==> config.mk <==
export PLATFORM = sky130hd
export DESIGN_NAME = xstat_save_bank
export DESIGN_NICKNAME = d
export VERILOG_FILES = /design/src/rtl/xsave_pkg.sv /design/src/rtl/xsave_arb.sv /design/src/rtl/xsave_bank.sv /design/src/rtl/xsave_dbgwin.sv /design/src/rtl/xsave_ret.sv /design/src/rtl/xstat_save_bank.sv
export SDC_FILE = /design/constraint.sdc
export NUM_CORES = 1
export LEC_CHECK = 0
export CORE_UTILIZATION = 65
export CTS_CLUSTER_DIAMETER = 150
export DETAILED_ROUTE_END_ITERATION = 8
export DONT_BUFFER_PORTS = 1
export GPL_TIMING_DRIVEN = 0
export PLACE_DENSITY = 0.81
export SYNTH_ARGS = -nofsm -noshare
export SYNTH_HDL_FRONTEND = slang
export SYNTH_SLANG_ARGS = --single-unit
export TNS_END_PERCENT = 20
==> constraint.sdc <==
create_clock -name clk -period 3.1 [get_ports clk]
set_clock_uncertainty 0.15 [all_clocks]
set_input_delay 0.31 -clock clk [delete_from_list [all_inputs] [get_ports clk]]
set_output_delay 0.31 -clock clk [all_outputs]
set_load 0.02 [all_outputs]
==> src/rtl/xsave_pkg.sv <==
package xsave_pkg;
  localparam int XLEN   = 32;
  localparam int NBANK  = 4;
  localparam int BIDX_W = $clog2(NBANK);
  localparam int SEL_W  = BIDX_W + 1;

  typedef enum logic [BIDX_W-1:0] {
    BK_INT  = 2'd0,
    BK_NMI  = 2'd1,
    BK_DBG  = 2'd2,
    BK_CALL = 2'd3
  } bank_e;

  localparam logic [XLEN-1:0] PSW_MASK_INT = 32'h0000_08FF;
  localparam logic [XLEN-1:0] PSW_MASK_STD = 32'h0000_0FFF;
  localparam logic [XLEN-1:0] PC_MASK_INT  = 32'h03FF_FFFE;
  localparam logic [XLEN-1:0] PC_MASK_STD  = 32'hFFFF_FFFE;

  // rank 0 is the strongest request
  function automatic logic [BIDX_W-1:0] prio_at(input int rank);
    case (rank)
      0:       prio_at = BK_NMI;
      1:       prio_at = BK_DBG;
      2:       prio_at = BK_INT;
      default: prio_at = BK_CALL;
    endcase
  endfunction
endpackage

==> src/rtl/xsave_arb.sv <==
module xsave_arb import xsave_pkg::*; (
  input  logic             clk,
  input  logic             rst_n,
  input  logic [NBANK-1:0] req,
  output logic [NBANK-1:0] grant
);
  always_comb begin
    grant = '0;
    for (int p = NBANK - 1; p >= 0; p--) begin
      if (req[prio_at(p)]) begin
        grant = '0;
        grant[prio_at(p)] = 1'b1;
      end
    end
  end


  grant_single_chk: assert property (@(posedge clk) disable iff (!rst_n)
    $onehot0(grant) && ((grant & ~req) == '0));

  grant_any_chk: assert property (@(posedge clk) disable iff (!rst_n)
    (req != '0) |-> ($countones(grant) == 1));

  nmi_first_chk: assert property (@(posedge clk) disable iff (!rst_n)
    req[BK_NMI] |-> grant[BK_NMI]);
endmodule

==> src/rtl/xsave_bank.sv <==
module xsave_bank import xsave_pkg::*; #(
  parameter logic [XLEN-1:0] PSW_MASK = PSW_MASK_STD,
  parameter logic [XLEN-1:0] PC_MASK  = PC_MASK_STD
) (
  input  logic            clk,
  input  logic            rst_n,
  input  logic            cap_en,
  input  logic [XLEN-1:0] cap_psw,
  input  logic [XLEN-1:0] cap_pc,
  input  logic            wr_psw,
  input  logic            wr_pc,
  input  logic [XLEN-1:0] wdata,
  output logic [XLEN-1:0] psw_q,
  output logic [XLEN-1:0] pc_q
);
  always_ff @(posedge clk) begin
    if (!rst_n) begin
      psw_q <= '0;
      pc_q  <= '0;
    end else if (cap_en) begin
      psw_q <= cap_psw & PSW_MASK;
      pc_q  <= cap_pc & PC_MASK;
    end else begin
      if (wr_psw) psw_q <= wdata & PSW_MASK;
      if (wr_pc)  pc_q  <= wdata & PC_MASK;
    end
  end


  psw_hold_chk: assert property (@(posedge clk) disable iff (!rst_n)
    (!cap_en && !wr_psw) |=> $stable(psw_q));

  pc_hold_chk: assert property (@(posedge clk) disable iff (!rst_n)
    (!cap_en && !wr_pc) |=> $stable(pc_q));

  cap_over_wr_chk: assert property (@(posedge clk) disable iff (!rst_n)
    (cap_en && wr_pc) |=> (pc_q == ($past(cap_pc) & PC_MASK)));
endmodule

==> src/rtl/xsave_dbgwin.sv <==
module xsave_dbgwin import xsave_pkg::*; #(
  parameter logic [XLEN-1:0] DBG_VECTOR = 32'h0000_0060
) (
  input  logic            clk,
  input  logic            rst_n,
  input  logic            vec_valid,
  input  logic [XLEN-1:0] vec_addr,
  input  logic            close,
  output logic            open_q
);
  logic hit;
  assign hit = vec_valid && (vec_addr == DBG_VECTOR);

  always_ff @(posedge clk) begin
    if (!rst_n)      open_q <= 1'b0;
    else if (close)  open_q <= 1'b0;
    else if (hit)    open_q <= 1'b1;
  end


  close_win_chk: assert property (@(posedge clk) disable iff (!rst_n)
    close |=> !open_q);

  decoy_vec_chk: assert property (@(posedge clk) disable iff (!rst_n)
    (!open_q && !(vec_valid && vec_addr == DBG_VECTOR)) |=> !open_q);
endmodule

==> src/rtl/xsave_ret.sv <==
module xsave_ret import xsave_pkg::*; (
  input  logic                       clk,
  input  logic                       rst_n,
  input  logic [NBANK-1:0]           grant,
  input  logic [NBANK-1:0][XLEN-1:0] psw_arr,
  input  logic [NBANK-1:0][XLEN-1:0] pc_arr,
  output logic                       valid,
  output logic [BIDX_W-1:0]          bank,
  output logic [XLEN-1:0]            psw,
  output logic [XLEN-1:0]            pc
);
  logic [XLEN-1:0]   sel_psw, sel_pc;
  logic [BIDX_W-1:0] sel_idx;

  always_comb begin
    sel_psw = '0;
    sel_pc  = '0;
    sel_idx = '0;
    for (int i = 0; i < NBANK; i++) begin
      if (grant[i]) begin
        sel_psw = sel_psw | psw_arr[i];
        sel_pc  = sel_pc | pc_arr[i];
        sel_idx = sel_idx | BIDX_W'(i);
      end
    end
  end

  always_ff @(posedge clk) begin
    if (!rst_n) begin
      valid <= 1'b0;
      bank  <= '0;
      psw   <= '0;
      pc    <= '0;
    end else begin
      valid <= |grant;
      if (|grant) begin
        bank <= sel_idx;
        psw  <= sel_psw;
        pc   <= sel_pc;
      end
    end
  end


  ret_pulse_chk: assert property (@(posedge clk) disable iff (!rst_n)
    (grant == '0) |=> !valid);

  ret_fire_chk: assert property (@(posedge clk) disable iff (!rst_n)
    (grant != '0) |=> valid);
endmodule

==> src/rtl/xstat_save_bank.sv <==
module xstat_save_bank import xsave_pkg::*; #(
  parameter logic [XLEN-1:0] DBG_VECTOR = 32'h0000_0060
) (
  input  logic              clk,
  input  logic              rst_n,
  input  logic [NBANK-1:0]  evt_req,
  input  logic [XLEN-1:0]   cur_psw,
  input  logic [XLEN-1:0]   cur_pc,
  input  logic              vec_valid,
  input  logic [XLEN-1:0]   vec_addr,
  input  logic [SEL_W-1:0]  reg_sel,
  input  logic              reg_we,
  input  logic [XLEN-1:0]   reg_wdata,
  output logic [XLEN-1:0]   reg_rdata,
  input  logic [NBANK-1:0]  ret_req,
  output logic              ret_valid,
  output logic [BIDX_W-1:0] ret_bank,
  output logic [XLEN-1:0]   ret_psw,
  output logic [XLEN-1:0]   ret_pc
);
  logic [NBANK-1:0]            cap_grant, ret_grant;
  logic [NBANK-1:0][XLEN-1:0]  bank_psw, bank_pc;
  logic [BIDX_W-1:0]           rd_bank;
  logic                        win_open;

  assign rd_bank = reg_sel[SEL_W-1:1];

  xsave_arb u_cap_arb (
    .clk(clk), .rst_n(rst_n), .req(evt_req), .grant(cap_grant)
  );

  xsave_arb u_ret_arb (
    .clk(clk), .rst_n(rst_n), .req(ret_req), .grant(ret_grant)
  );

  for (genvar i = 0; i < NBANK; i++) begin : g_bank
    localparam logic [XLEN-1:0] PSW_M = (i == int'(BK_INT)) ? PSW_MASK_INT : PSW_MASK_STD;
    localparam logic [XLEN-1:0] PC_M  = (i == int'(BK_INT)) ? PC_MASK_INT  : PC_MASK_STD;
    logic hit_w;
    assign hit_w = reg_we && (rd_bank == BIDX_W'(i));

    xsave_bank #(.PSW_MASK(PSW_M), .PC_MASK(PC_M)) u_bank (
      .clk(clk), .rst_n(rst_n),
      .cap_en(cap_grant[i]), .cap_psw(cur_psw), .cap_pc(cur_pc),
      .wr_psw(hit_w && !reg_sel[0]), .wr_pc(hit_w && reg_sel[0]),
      .wdata(reg_wdata),
      .psw_q(bank_psw[i]), .pc_q(bank_pc[i])
    );
  end

  xsave_dbgwin #(.DBG_VECTOR(DBG_VECTOR)) u_win (
    .clk(clk), .rst_n(rst_n), .vec_valid(vec_valid), .vec_addr(vec_addr),
    .close(ret_grant[BK_DBG]), .open_q(win_open)
  );

  always_comb begin
    if (rd_bank == BK_DBG && !win_open) reg_rdata = '0;
    else if (reg_sel[0])                reg_rdata = bank_pc[rd_bank];
    else                                reg_rdata = bank_psw[rd_bank];
  end

  xsave_ret u_ret (
    .clk(clk), .rst_n(rst_n), .grant(ret_grant),
    .psw_arr(bank_psw), .pc_arr(bank_pc),
    .valid(ret_valid), .bank(ret_bank), .psw(ret_psw), .pc(ret_pc)
  );


  nmi_capture_chk: assert property (@(posedge clk) disable iff (!rst_n)
    evt_req[BK_NMI] |=> (bank_psw[BK_NMI] == ($past(cur_psw) & PSW_MASK_STD)));

  int_pc_mask_chk: assert property (@(posedge clk) disable iff (!rst_n)
    (cap_grant[BK_INT]) |=> (bank_pc[BK_INT][XLEN-1:26] == '0));
endmodule

== After elaboration in Yosys (flattened, before gate mapping) ==
Index checks and enable logic that the tools add are counted.

* Register bits: 231
* Bits in latches: 0
* Bits in writable memories: 0
* ROM bits: 0
* Output and inout bits: 99
* Logic and storage cells: 141
* Memories kept: 0

* Add/sub/neg operators: 0
* Multipliers: 0
* Div/mod/pow operators: 0
* Order comparisons: 17
* Equality and inequality tests: 4
* Shift-type cells: 0
* Mux-type cells: 65
* Bitwise operators: 7
* Reductions and logical operators: 35

{| class="wikitable"
|+ Operator list
! kind !! count
|-
| 32-bit 2-to-1 mux || 16
|-
| 32-bit binary-select mux with 2-bit select || 2
|-
| 12-bit 2-to-1 mux || 9
|-
| 32-bit by 12-bit OR with 32-bit output || 3
|-
| 32-bit OR || 3
|-
| 26-bit 2-to-1 mux || 3
|-
| 32-bit by 7-bit equality test with 1-bit output, second input constant || 1
|-
| 4-bit 2-to-1 mux || 8
|-
| 2-bit by 3-bit less-than comparator with 1-bit output, second input constant || 9
|-
| 1-bit logical AND || 22
|-
| 2-bit 2-to-1 mux || 10
|-
| 1-bit demux with 2-bit select || 8
|-
| 2-bit by 1-bit >= comparator with 1-bit output, second input constant || 8
|-
| 2-bit nonzero test || 8
|-
| 1-bit 2-to-1 mux || 9
|-
| 2-bit equality test, second input constant || 2
|-
| 4-bit OR reduction || 1
|-
| 2-bit by 1-bit equality test with 1-bit output, second input constant || 1
|-
| 1-bit zero test || 2
|-
| 2-bit zero test || 1
|-
| 2-bit OR reduction || 1
|-
| 1-bit inverter || 1
|}

== Logic depth before layout (Yosys ltp) ==
* Depth in word-level cells: 16
* Mapped depth: 7
* Mapped depth without buffers: 4

== Cells and area by module ==
A second synthesis with hierarchy kept.

* Cells, all modules: 1418
* Area total of the unflattened synthesis: 14983.1 sq um

{| class="wikitable"
|+ By module, submodules not included
! module !! times used !! cells an instance !! area each (sq um) !! seq. area each (sq um)
|-
| xsave_bank at g_bank[1].u_bank ... || 3 || 212 || 2443.6 || 860.8
|-
| xsave_ret || 1 || 379 || 3278.1 || 1341.3
|-
| xstat_save_bank || 1 || 197 || 2144.6 || 0.0
|-
| xsave_bank at g_bank[0].u_bank || 1 || 182 || 2023.2 || 680.7
|-
| xsave_dbgwin || 1 || 16 || 133.9 || 20.0
|-
| xsave_arb || 2 || 4 || 36.3 || 0.0
|}

== Least setup slack after synthesis ==
No wires, ideal clock.

* Path type: input port to output port
* Start: input port reg_sel[2]
* End: output port reg_rdata[10]
* Data arrival time: 1595 ps
* Data required time: 2640 ps
* Setup slack: 1045 ps
* Cell stages on the path: 7
* Path buffers: 4
* Path through: buf_2 -> buf_4 -> buf_2 -> nor2b_1 -> buf_2 -> a22oi_1 -> o22ai_1

* Longest elaborated chain between the ends: 4

{| class="wikitable"
|+ RTL lines
! element !! line !! source
|-
| start, declared || xstat_save_bank.sv:11 || <nowiki>input logic [SEL_W-1:0] reg_sel,</nowiki>
|-
| 32-bit binary-select mux with 2-bit select (on tied branches) || xstat_save_bank.sv:59, xstat_save_bank.sv:58 ||
|-
| 32-bit 2-to-1 mux (on tied branches) || xstat_save_bank.sv:59, xstat_save_bank.sv:58 ||
|-
| 32-bit 2-to-1 mux || xstat_save_bank.sv:58 || <nowiki>else if (reg_sel[0]) reg_rdata = bank_pc[rd_bank];</nowiki>
|-
| 32-bit 2-to-1 mux (*) || xstat_save_bank.sv:57 || <nowiki>if (rd_bank == BK_DBG && !win_open) reg_rdata = '0;</nowiki>
|-
| end, declared || xstat_save_bank.sv:14 || <nowiki>output logic [XLEN-1:0] reg_rdata,</nowiki>
|}

Mark *: on every way between the ends. The rest lies on a longest branch, timed or not. The select of a mux whose other input is x is not followed.

== Final worst setup path ==
Same ends and word-level chain as after synthesis.

==> impl_metrics.json <==
{
  "clk-insertion-delay-late_ns": 0.53,
  "p_leak_nw": 7.06,
  "cts.htree.levels": 1,
  "totalPowerFinal_mw": 7.32,
  "ys_warn_count": 0,
  "post_cts_buffers": 0,
  "antenna_left": 0,
  "wl_mm": 43.6,
  "worst-path-buf-inv": 4,
  "power_density_nw_per_um2": 520,
  "rr_worst_depth": 4,
  "startpoint": "reg_sel[2]",
  "cpLargestDelayFamily": "buffers and inverters",
  "dpl.cell_count": 1545,
  "cp_data_arrival_time_ns": 2.33,
  "synth_area_um2": 11900,
  "die_area_um2": 18800,
  "viasPerCell": 6.97,
  "r2r-end": "g_bank[3].u_bank.pc_q[21]",
  "num_rows": 49,
  "drc": 0,
  "synth_cells": 1296,
  "cp_common_cell": "buf_2",
  "io_pins": 242,
  "path_clk_slew_ns": 0.06,
  "r2r_start": "g_bank[3].u_bank.pc_q[21]",
  "end_kind": "primary output",
  "dr_total_vias": 11771,
  "rsz0062_at_grt": "false",
  "die_w_um": 137,
  "period_minus_slack_ns": 2.79,
  "status": "finished, final reports clean",
  "cts_tree": "built",
  "design.core.area_um2": 17900,
  "final_nets": 1582,
  "grt.total_usage_pct": 46.2,
  "fmax_mhz": 359,
  "gp_congestion": 0.963,
  "required_ns": 2.64,
  "hold_path_class": "in -> reg",
  "initial_core_util_pct": 66.3,
  "setup_viol": 0,
  "place_area_um2": 12200,
  "clock_path_buffers": 3,
  "portBuffers": 0,
  "worst_pin_slew_ns": 0.776,
  "grt_pass1_vias": 11544,
  "die_h_um": 137,
  "crit_end": "reg_rdata[10]",
  "hold_violations": 0,
  "cts_buffers": 23,
  "hold_start": "rst_n",
  "final_cells": 1689,
  "synth-seq-cells": 210,
  "setup_tns_ns": 0,
  "setup.worst_path.class": "in -> out",
  "dp_hpwl_mm": 27.4,
  "critPathSlowestCell": "o22ai_1",
  "wl_per_cell_um": 25.8,
  "yosysUniqueCellTypes": 39,
  "grt_max_degree": 14,
  "slew_violations": 0,
  "cap_violations": 0,
  "path_cells": "buf_2 > buf_4 > buf_2 > nor2b_1 > buf_2 > a22oi_1 > o22ai_1",
  "cp-start-kind": "primary input",
  "peakVddDrop_uv": 492,
  "gr-total-overflow": 0,
  "area_growth_syn_to_layout_pct": 18.5,
  "crit_path_max_fanout": 10,
  "crit_cells": 7,
  "antenna_found_initial": 2,
  "fin_crit_sh_pct": 89.9,
  "dr.pass1.iters": 8,
  "reg2reg_slack_ns": 1.55,
  "syn_area_per_cell_um2": 9.16,
  "clock-sinks": 210,
  "final_layout_size_suffix_gt1_share_pct": 10.4,
  "grt_pass1_wl_mm": 65.2,
  "root_buffer": "clkbuf_16",
  "final_area_um2": 14100,
  "drtIter0Drc": 1362,
  "relSlewSlack_pct": 48.3,
  "max_stage_delay_ns": 0.60,
  "ys_seq_area_share_pct": 35.4
}
-- power by group --
group          switching, mW  total, mW  internal [mW]
Sequential             0.166       3.03           2.86
Clock                   1.20       3.11           1.92
Combinational          0.682       1.18          0.493
Total                   2.04       7.32           5.27
-- worst min path at each step --
stage / to / slack (ns) / cells past startpoint
final: u_ret.pc[31] / 0.05 / 3
after global routing: u_win.open_q / 0.16 / 3
after floorplan: g_bank[3].u_bank.pc_q[1] / 0.32 / 1
after detailed placement: g_bank[2].u_bank.psw_q[9] / 0.32 / 1
after global placement: g_bank[0].u_bank.pc_q[19] / 0.32 / 1
after CTS: u_ret.psw[0] / 0.07 / 3
-- cell type report --
cell class | instances | area, um^2
Multi-Input combinational cell | 928 | 6870
Sequential cell | 210 | 4200
Fill cell | 1223 | 3840
Timing Repair Buffer | 98 | 981
Buffer | 159 | 800
Clock buffer | 30 | 622
Tap cell | 229 | 287
Clock inverter | 12 | 216
Inverter | 19 | 71.3
Antenna cell | 4 | 10.0
-- cell usage after synthesis (all sizes together) --
master	n	share of area [%]
o21ai	87	3.7
dfxtp	210	35
a22oi	9	0.57
nor4	5	0.26
nor2b	16	0.84
nand4	2	0.11
o21bai	1	0.063
nand2b	3	0.16
nand2	209	6.6
nand3b	35	2.2
inv	19	0.60
nand4b	3	0.22
buf	67	3.8
o22ai	11	0.58
o21a	1	0.063
clkbuf	92	2.9
nor3b	1	0.063
or4	1	0.095
a31o	1	0.074
nor2	21	0.66
a221oi	43	3.2
nand3	1	0.042
conb	1	0.032
a21oi	77	3.3
mux2	9	0.85
o211a	120	10
and2	44	2.3
nor3	2	0.084
mux4	34	6.5
nor4b	5	0.50
mux2i	163	14
and4bb	3	0.32
-- metal layers --
| layer | part of all wire, % | vias to the layer above | GRT usage (%) | routed length (um) |
|---|---|---|---|---|
| met3 | 13 | 230 | 14.3 | 5830 |
| met5 | 0 | - | 0 | 0 |
| met4 | 6.0 | 0 | 28.6 | 2600 |
| met2 | 45 | 969 | 70.5 | 19500 |
| met1 | 36 | 5587 | 56.7 | 15700 |
| li1 | - | 4985 | - | - |
-- layout by cell type (no fill, tap or decap), types with 43 or more instances in the layout --
cell type | synthesis | routed
dlygate4sd3_1 | 0 | 98
nand2_1 | 209 | 209
and2_1 | 44 | 44
a21oi_1 | 74 | 74
o21ai_0 | 75 | 75
mux2i_1 | 163 | 163
o211a_1 | 120 | 120
clkbuf_1 | 91 | 96
a221oi_1 | 43 | 43
dfxtp_1 | 210 | 210
-- cell families after synthesis --
family | after synthesis | share of synthesized area, %
buffers and inverters | 178 | 7.34
multiplexers | 206 | 21.1
flip-flops | 210 | 35.4
other | 1 | 0.0316
AND/OR/NAND/NOR | 351 | 14.5
AO/OA/AOI/OAI | 350 | 21.7
-- flip-flops by register name, summed over array words and instances, names as in the netlist --
signal and flops:
g_bank.u_bank.pc_q 118, g_bank.u_bank.psw_q 45, u_ret.bank 2, u_ret.pc 31
u_ret.psw 12, u_ret.valid 1, u_win.open_q 1
-- worst reg2reg max path, cell delays in order, from the launching register on --
cell and delay (ns):
dfxtp_1 0.32, mux2i_1 0.13, nand2_1 0.07, o211a_1 0.17
dlygate4sd3_1 0.59
-- what timing repair did --
action / in CTS / in global routing
hold endpoints to repair: 166 / 0
hold buffers: 98 / 0
resized for setup: 0 / 0
-- metrics by stage --
step	setup slack [ns]	hold WS (ns)	utilization, %
3_5_place_dp	0.456	0.320	68.3
3_3_place_gp	0.475	0.317	68.3
5_1_grt	0.242	0.158	78.5
4_1_cts	0.436	0.0701	78.5
2_1_floorplan	1.05	0.316	-
6_report	0.313	0.0501	78.5
Note: power is estimated with default switching activity, not from simulation.
